$ cat config.mk
export PLATFORM = sky130hd
export DESIGN_NAME = sport_irq_ctrl
export DESIGN_NICKNAME = d
export VERILOG_FILES = /design/src/rtl/sport_irq_pkg.sv /design/src/rtl/sport_irq_thresh.sv /design/src/rtl/sport_irq_tmo.sv /design/src/rtl/sport_irq_sticky.sv /design/src/rtl/sport_irq_ctrl.sv
export SDC_FILE = /design/constraint.sdc
export NUM_CORES = 1
export LEC_CHECK = 0
export ABC_AREA = 0
export ABC_CLOCK_PERIOD_IN_PS = 4400
export BUFFER_PORTS_ARGS = -buffer_cell sky130_fd_sc_hd__buf_2
export CAP_MARGIN = 40
export CORE_AREA = 10 10 60 62
export CTS_BUF_LIST = sky130_fd_sc_hd__clkbuf_4 sky130_fd_sc_hd__clkbuf_8
export DETAILED_ROUTE_END_ITERATION = 16
export DIE_AREA = 0 0 70 72
export GPL_ROUTABILITY_DRIVEN = 0
export PLACE_DENSITY = 0.71
export RECOVER_POWER = 100
export SETUP_SLACK_MARGIN = 0.5
export SYNTH_ARGS = -nofsm -noshare
export SYNTH_HDL_FRONTEND = slang
export SYNTH_SLANG_ARGS = --single-unit
$ cat constraint.sdc
create_clock -name clk -period 4.4 [get_ports clk]
set_clock_uncertainty 0.2 [all_clocks]
set_input_delay 0 -clock clk [delete_from_list [all_inputs] [get_ports clk]]
set_output_delay 0 -clock clk [all_outputs]
set_load 0.02 [all_outputs]
$ cat src/rtl/sport_irq_pkg.sv
package sport_irq_pkg;

    localparam int NSRC = 7;

    localparam int B_OVR  = 0;
    localparam int B_TMO  = 1;
    localparam int B_RXHI = 2;
    localparam int B_TXLO = 3;
    localparam int B_DRX  = 4;
    localparam int B_DTX  = 5;
    localparam int B_TEND = 6;

    localparam int NSTICKY = 4;

    typedef logic [NSRC-1:0] src_vec_t;

    typedef enum logic [1:0] {
        REG_MASK_SET = 2'd0,
        REG_MASK_CLR = 2'd1,
        REG_EVT_ACK  = 2'd2,
        REG_NONE     = 2'd3
    } reg_sel_e;

endpackage

$ cat src/rtl/sport_irq_thresh.sv
module sport_irq_thresh #(
    parameter int FIFO_DEPTH = 8,
    parameter int LVL_W      = $clog2(FIFO_DEPTH + 1)
) (
    input  logic [LVL_W-1:0] rx_level,
    input  logic [LVL_W-1:0] tx_level,
    input  logic             tx_shift_busy,
    output logic             rx_hi,
    output logic             tx_lo,
    output logic             tx_end
);
    localparam int HALF = FIFO_DEPTH / 2;
    localparam logic [LVL_W-1:0] HALF_L = LVL_W'(HALF);

    always_comb begin
        rx_hi  = (rx_level >= HALF_L);
        tx_lo  = (tx_level <= HALF_L);
        tx_end = (tx_level == '0) && !tx_shift_busy;
    end
endmodule

$ cat src/rtl/sport_irq_tmo.sv
module sport_irq_tmo #(
    parameter int TMO_BITS = 32,
    parameter int CW       = $clog2(TMO_BITS + 1)
) (
    input  logic clk,
    input  logic rst_n,
    input  logic rx_nonempty,
    input  logic rx_activity,
    input  logic bit_tick,
    output logic fire
);
    localparam logic [CW-1:0] LIMIT   = CW'(TMO_BITS);
    localparam logic [CW-1:0] LIMIT_M = CW'(TMO_BITS - 1);

    typedef struct packed {
        logic [CW-1:0] cnt;
    } tmo_st_t;

    tmo_st_t st_d, st_q;
    logic    qual;

    always_comb begin
        st_d = st_q;
        fire = 1'b0;
        qual = rx_nonempty && !rx_activity;
        if (!qual) begin
            st_d.cnt = '0;
        end else if (bit_tick && (st_q.cnt != LIMIT)) begin
            fire     = (st_q.cnt == LIMIT_M);
            st_d.cnt = st_q.cnt + 1'b1;
        end
    end

    always_ff @(posedge clk or negedge rst_n) begin
        if (!rst_n) st_q <= '0;
        else        st_q <= st_d;
    end
endmodule

$ cat src/rtl/sport_irq_sticky.sv
module sport_irq_sticky #(
    parameter int W = 4
) (
    input  logic         clk,
    input  logic         rst_n,
    input  logic [W-1:0] set_i,
    input  logic [W-1:0] clr_i,
    output logic [W-1:0] q_o
);
    typedef struct packed {
        logic [W-1:0] bits;
    } stk_st_t;

    stk_st_t st_d, st_q;

    always_comb begin
        st_d = st_q;
        for (int i = 0; i < W; i++) begin
            // a new event outranks a simultaneous acknowledge
            st_d.bits[i] = set_i[i] | (st_q.bits[i] & ~clr_i[i]);
        end
    end

    always_ff @(posedge clk or negedge rst_n) begin
        if (!rst_n) st_q <= '0;
        else        st_q <= st_d;
    end

    assign q_o = st_q.bits;
endmodule

$ cat src/rtl/sport_irq_ctrl.sv
module sport_irq_ctrl
    import sport_irq_pkg::*;
#(
    parameter int FIFO_DEPTH = 8,
    parameter int TMO_BITS   = 32,
    parameter int LVL_W      = $clog2(FIFO_DEPTH + 1)
) (
    input  logic             clk,
    input  logic             rst_n,
    input  logic [LVL_W-1:0] rx_level,
    input  logic [LVL_W-1:0] tx_level,
    input  logic             tx_shift_busy,
    input  logic             rx_activity,
    input  logic             bit_tick,
    input  logic             rx_overrun,
    input  logic             dma_rx_done,
    input  logic             dma_tx_done,
    input  logic             reg_wr,
    input  logic [1:0]       reg_addr,
    input  logic [NSRC-1:0]  reg_wdata,
    input  logic             rd_masked,
    output logic [NSRC-1:0]  rd_status,
    output logic [NSRC-1:0]  mask_out,
    output logic             irq
);
    typedef struct packed {
        src_vec_t mask;
        logic     rx_hi;
        logic     tx_lo;
        logic     tx_end;
        logic     irq;
    } ctl_st_t;

    ctl_st_t st_d, st_q;

    logic                rx_hi_c, tx_lo_c, tx_end_c;
    logic                tmo_fire;
    logic [NSTICKY-1:0]  stk_set, stk_clr, stk_q;
    src_vec_t            raw_q, masked_q;
    reg_sel_e            sel;
    logic                wr_set, wr_clr, wr_ack;

    sport_irq_thresh #(
        .FIFO_DEPTH (FIFO_DEPTH),
        .LVL_W      (LVL_W)
    ) thresh_i (
        .rx_level      (rx_level),
        .tx_level      (tx_level),
        .tx_shift_busy (tx_shift_busy),
        .rx_hi         (rx_hi_c),
        .tx_lo         (tx_lo_c),
        .tx_end        (tx_end_c)
    );

    sport_irq_tmo #(
        .TMO_BITS (TMO_BITS)
    ) tmo_i (
        .clk         (clk),
        .rst_n       (rst_n),
        .rx_nonempty (rx_level != '0),
        .rx_activity (rx_activity),
        .bit_tick    (bit_tick),
        .fire        (tmo_fire)
    );

    always_comb begin
        sel    = reg_sel_e'(reg_addr);
        wr_set = reg_wr && (sel == REG_MASK_SET);
        wr_clr = reg_wr && (sel == REG_MASK_CLR);
        wr_ack = reg_wr && (sel == REG_EVT_ACK);

        // sticky slots: 0 overrun, 1 timeout, 2 rx dma, 3 tx dma
        stk_set = {dma_tx_done, dma_rx_done, tmo_fire, rx_overrun};
        stk_clr = {wr_clr & reg_wdata[B_DTX],
                   wr_clr & reg_wdata[B_DRX],
                   wr_ack & reg_wdata[B_TMO],
                   wr_ack & reg_wdata[B_OVR]};
    end

    sport_irq_sticky #(
        .W (NSTICKY)
    ) sticky_i (
        .clk   (clk),
        .rst_n (rst_n),
        .set_i (stk_set),
        .clr_i (stk_clr),
        .q_o   (stk_q)
    );

    always_comb begin
        raw_q         = '0;
        raw_q[B_OVR]  = stk_q[0];
        raw_q[B_TMO]  = stk_q[1];
        raw_q[B_RXHI] = st_q.rx_hi;
        raw_q[B_TXLO] = st_q.tx_lo;
        raw_q[B_DRX]  = stk_q[2];
        raw_q[B_DTX]  = stk_q[3];
        raw_q[B_TEND] = st_q.tx_end;
        masked_q      = raw_q & st_q.mask;
    end

    always_comb begin
        st_d        = st_q;
        st_d.rx_hi  = rx_hi_c;
        st_d.tx_lo  = tx_lo_c;
        st_d.tx_end = tx_end_c;
        if (wr_set) st_d.mask = st_d.mask | reg_wdata;
        if (wr_clr) st_d.mask = st_d.mask & ~reg_wdata;
        st_d.irq    = |masked_q;
    end

    always_ff @(posedge clk or negedge rst_n) begin
        if (!rst_n) st_q <= '0;
        else        st_q <= st_d;
    end

    assign rd_status = rd_masked ? masked_q : raw_q;
    assign mask_out  = st_q.mask;
    assign irq       = st_q.irq;
endmodule

After elaboration in Yosys (flattened, before gate mapping)
Index checks and enable logic that the tools add are counted.
{"block": "word_totals", "word_cells": 54, "out_inout_bits": 15, "inputBits": 27, "reg_bits": 21}
{"block": "op_classes", "addsub": 1, "eq_ne": 5, "n_mux": 7, "n_lt_le_gt_ge": 2, "reduce_logical": 12, "bitwise": 20}
{"cell": "2-to-1 mux 7 bit", "count": 3}
{"cell": "AND 7 bit", "count": 2}
{"cell": "2-to-1 mux 6 bit", "count": 2}
{"cell": "AND 1 bit", "count": 8}
{"cell": "inverter 7 bit", "count": 1}
{"cell": "bitwise OR 7 bit", "count": 1}
{"cell": "OR reduction 7 bit", "count": 1}
{"cell": "adder 6 x 1 -> 6 bit (second input constant)", "count": 1}
{"cell": "equality test 6 x 5 -> 1 bit (second input constant)", "count": 1}
{"cell": "logical AND 1 bit", "count": 6}
{"cell": "!= test 6 bit (second input constant)", "count": 1}
{"cell": ">= comparator 4 x 3 -> 1 bit (second input constant)", "count": 1}
{"cell": "less-or-equal comparator 4 x 3 -> 1 bit (second input constant)", "count": 1}
{"cell": "logical NOT 4 bit", "count": 1}
{"cell": "inverter 1 bit", "count": 4}
{"cell": "bitwise OR 1 bit", "count": 4}
{"cell": "nonzero test 4 bit", "count": 1}
{"cell": "equality test 2 x 1 -> 1 bit (second input constant)", "count": 1}
{"cell": "equality test 2 bit (second input constant)", "count": 1}
{"cell": "logical NOT 1 bit", "count": 2}
{"cell": "logical NOT 2 bit", "count": 1}
{"cell": "2-to-1 mux 1 bit", "count": 2}
{"cell": "!= test 2 bit (second input constant)", "count": 1}

Depth between registers and ports, before layout
{"block": "depth", "ltp_word": 6, "depth_mapped": 5}

Cells and area by module
Synthesis repeated with hierarchy kept, for this count alone.
{"block": "hier_totals", "hier_cells": 104, "area_unflattened_um2": 1083.5}
{"module": "sport_irq_ctrl", "seq_area_each_um2": 275.3, "cells_each": 51, "n_inst": 1, "area_each_um2": 563.0}
{"module": "sport_irq_tmo", "seq_area_each_um2": 150.1, "cells_each": 37, "n_inst": 1, "area_each_um2": 345.3}
{"module": "sport_irq_sticky", "seq_area_each_um2": 100.1, "cells_each": 12, "n_inst": 1, "area_each_um2": 145.1}
{"module": "sport_irq_thresh", "seq_area_each_um2": 0.0, "cells_each": 4, "n_inst": 1, "area_each_um2": 30.0}

Worst setup path after synthesis
Ideal clock, no wire load.
{"block": "synth_timing", "path_kind": "flip-flop to flip-flop", "from": "register tmo_i.st_q[0] in the netlist's numbering", "to": "register tmo_i.st_q[0] in the netlist's numbering", "setup_time_ns": 0.125, "t_arrival_ns": 1.133, "stages_incl_launch_ff": 6, "path_buffers": 0, "slack_ns": 2.943, "t_required_ns": 4.075, "cell_sequence": "dfrtp_1 > inv_1 > ha_1 > nand2_1 > o41a_1 > mux2i_1"}
{"block": "synth_via", "elab_chain_len": 3, "elab_cells_between_ends": 6, "cone_classes": "add/sub: 1; eq/ne: 2; mux: 2; reduce/logical: 1"}
{"element": "from (decl)", "line": "sport_irq_tmo.sv:19", "text": "tmo_st_t st_d, st_q;"}
{"element": "from (signal assigned)", "line": "sport_irq_tmo.sv:36", "text": "else st_q <= st_d;"}
{"element": "adder 6 x 1 -> 6 bit / != test 6 bit (equally long branches)", "line": "sport_irq_tmo.sv:30, sport_irq_tmo.sv:28"}
{"element": "2-to-1 mux 6 bit / logical AND 1 bit (equally long branches)", "line": "sport_irq_tmo.sv:28", "text": "end else if (bit_tick && (st_q.cnt != LIMIT)) begin"}
{"element": "2-to-1 mux 6 bit / != test 2 bit (equally long branches)"}
Parallel ways exist; a longest one is shown, timed or not. The select of a mux whose other input is x is not followed.
A chain may end at the register's enable or synchronous reset.

Worst setup path in the final report
{"block": "layout_timing", "from": "input rx_level[1]", "to": "register tmo_i.st_q[1] in the netlist's numbering"}
{"block": "layout_via", "elab_chain_len": 3, "elab_cells_between_ends": 4, "cone_classes": "eq/ne: 1; mux: 1; reduce/logical: 2"}
{"element": "from (decl)", "line": "sport_irq_ctrl.sv:10", "text": "input logic [LVL_W-1:0] rx_level,"}
{"element": "nonzero test 4 bit (*)", "line": "sport_irq_ctrl.sv:60", "text": ".rx_nonempty (rx_level != '0),"}
{"element": "logical AND 1 bit (*)", "line": "sport_irq_tmo.sv:25", "text": "qual = rx_nonempty && !rx_activity;"}
{"element": "!= test 2 bit (no source line) / 2-to-1 mux 6 bit (equally long branches)"}
Mark *: on every way between the ends. The rest lies on a longest branch, timed or not.

==> results.md <==
- RR Endpoint: tmo_i.st_q[0]
- DR vias/cell: 5.10
- Clock power frac: 20.4%
- Setup crit end kind: flip-flop
- Root Driver: clkbuf_4
- Max Cap Viol: 0
- Post-synthesis sequential area ratio: 50.4%
- Routing usage on met2: 22.3%
- CTS tree: done
- Reg clk slew, reported paths: 0.11 ns
- RR Startpoint: tmo_i.st_q[0]
- Fin crit period: 2.54 ns
- Layout cells sized above 1: 16.1%
- Ys async rst share: 100%
- P_int: 0.307 mW
- Post-route cell area: 1640 µm²
- Period Utilization, post-route: 57.6%
- Worst reg2reg path depth: 6
- Hold Crit Start: tx_level[2]
- Slew HR: 49.6%
- Die W: 70 µm
- R2R Setup Slk: 2.29 ns
- Placed Area: 1270 µm²
- Sequential power share: 50.0%
- Post-detail-place hpwl: 2080 µm
- Clock Latency Late Sink: 0.30 ns
- Combinational fraction of design power: 29.6%
- Number of buffers created by CTS: 3
- GR peak layer: met2
- Crit path depth: 7
- DIE HEIGHT: 72 µm
- CP max stage cell: or4_1
- Standard-cell rows: 18
- Maximum root-to-sink buffer count: 2
- Post-synth EDFFs: 0
- 1st-pass router iterations: 4
- Synth area leader: dfrtp_1
- Clock Sinks: 21
- Library cells used by synthesis: 30
- Share of the synthesized area in the top cell type: 50.4%
- Layout net count: 210
- Clock H-tree levels: 1
- Final Setup Violations: 0
- Grt met3 use: 2.45%
- Post-Route Utilization: 67.5%
- Total grt overflow: 0
- Slowest stage delay, CP: 0.60 ns
- Total wire length: 3060 µm
- Drt drc: 0
- Startpoint types: input pin
- Syn Inst Count: 99
- Post-placement cell count: 168
- Final hold violations: 0
- Core ar.: 2430 µm²
- Total track usage: 12.0%
- Top delay family on crit path: buffers and inverters
- Initial antenna violation count: 0
- Synthesis-to-layout area growth: 57.3%
- Number of global-route vias before repair: 1174
- 1st-iter DRT viols: 27
- Most frequent cells in the layout: dlygate4sd3_1, buf_2, dfrtp_1
- Commonest non-fill, non-tap cell in the layout: dlygate4sd3_1
- Crit path DAT: 2.53 ns
- Worst slack, placed: 2.85 ns
- # IOs: 42
- Sw Ratio: 31.6%
- First-pass GRT wire length: 5180 µm
- IO Port Bufs: 41
- Max-slew violation count: 0
- Pleak: 0.719 nW
- Final worst slack: 1.86 ns
- Synthesized area: 1040 µm²
- Crit Path Class: in -> reg
- Total number of vias: 1072
- Worst Hold Class: in -> reg
- Outcome: finished clean
- CP required: 4.40 ns
- RSZ-0062 raised after global routing: no
- Highest Clock Rate: 0.394 GHz
- Starting Density: 42.9%
- WHS Path Cells: 3
- GR Layer Usage met1: 12.8%
- P_sw: 0.142 mW
- Largest net degree at the start of global routing: 22
- Die area: 5040 µm²
- Drt wl/cell: 14.6 µm
- YS warnings: 0
- Crit path cell chain: dlygate4sd3_1 > buf_2 > or4_1 > nand3b_1 > dlygate4sd3_1 > mux2i_1 > dlygate4sd3_1
- Predominant post-synthesis flop cell: dfrtp_1
- Crit path buffers/inverters: 4
- Register bit total from synthesis: 21
- Layout Cells excl Fill: 210
- Most used cell, CP: dlygate4sd3_1
- Max FO, Critical Path: 5
- Final setup TNS: 0 ns
- Slew @ Worst Pin: 0.757 ns
- PwrDens: 273 nW/µm²
- Syn avg cell area: 10.5 µm²
- ANT cells: 0
- Top post-synthesis cells by area: dfrtp_1, a21boi_0, mux2i_1, a21oi_1, inv_1
- Hold EP: raw_q[6]
- Routed Antenna Nets: 0
- Total nets after synthesis: 128
- Peak supply drop: 190 µV
-- repair_timing --
action	4_1_cts	5_1_grt
resized for setup	0	0
endpoints found under the setup margin	0	0
endpoints found under the hold margin	41	0
setup buffers	0	0
hold buffers	37	0
-- per-layer routing --
metal  vias to the layer above  wire length, µm
met5                         -                0
met4                         0               49
met3                         4              145
met2                        33             1530
met1                       510             1340
li1                        525                -
-- cell families (layout without fill, tap and decap cells) --
group,Yosys count,after routing,synth area share (%)
simple gates,30,30,17.7
fa+ha+maj,2,2,2.40
flops,21,21,50.4
xor+xnor,2,2,1.68
mux,5,5,4.80
compound gates,28,28,18.7
buf+inv,11,92,4.32
-- stage by stage --
step           hold WS, ns  power [mW]
2_1_floorplan       -0.496       0.282
6_report             0.207       0.448
5_1_grt              0.217       0.473
3_5_place_dp        -0.220       0.329
4_1_cts              0.192       0.454
3_3_place_gp        -0.218       0.325
-- layout make-up --
| class | instances | area, µm² |
|---|---|---|
| clock buffer | 3 | 22.5 |
| clock inverter | 1 | 5.00 |
| fill | 204 | 791 |
| inverter | 9 | 33.8 |
| multi-input combinational | 67 | 462 |
| sequential | 21 | 526 |
| tap | 30 | 37.5 |
| timing repair buffer | 79 | 556 |
-- synth_stat cells (all sizes together) (3+ instances only) --
cell type	number
a21boi	7
a21o	3
a21oi	7
a31oi	4
dfrtp	21
inv	9
mux2i	5
nand2	7
nand3	5
nand3b	4
nor2	3
-- tightest hold or removal path, stage by stage --
cell	delay [ns]
buf_2	0.09
nor4_1	0.04
dlygate4sd3_1	0.54
-- how the worst max path moves through the flow --
stage | slack [ns] | to | start
final | 1.86 | tmo_i.st_q[1] | rx_level[1]
after global routing | 1.78 | tmo_i.st_q[1] | rx_level[1]
after global placement | 2.91 | tmo_i.st_q[0] | tmo_i.st_q[0]
after detailed placement | 2.85 | tmo_i.st_q[1] | tmo_i.st_q[0]
after floorplan | 2.94 | tmo_i.st_q[0] | tmo_i.st_q[0]
after CTS | 1.95 | tmo_i.st_q[1] | rx_level[1]
-- power by group through the flow --
stage / clock [mW] / combinational, mW / sequential (mW)
finish: 0.0914 / 0.133 / 0.224
global route: 0.102 / 0.145 / 0.226
CTS: 0.0936 / 0.137 / 0.223
detailed placement: 0 / 0.102 / 0.227
global placement: 0 / 0.0995 / 0.226
floorplan: 0 / 0.0425 / 0.240
(Power assumes the default switching activity.)
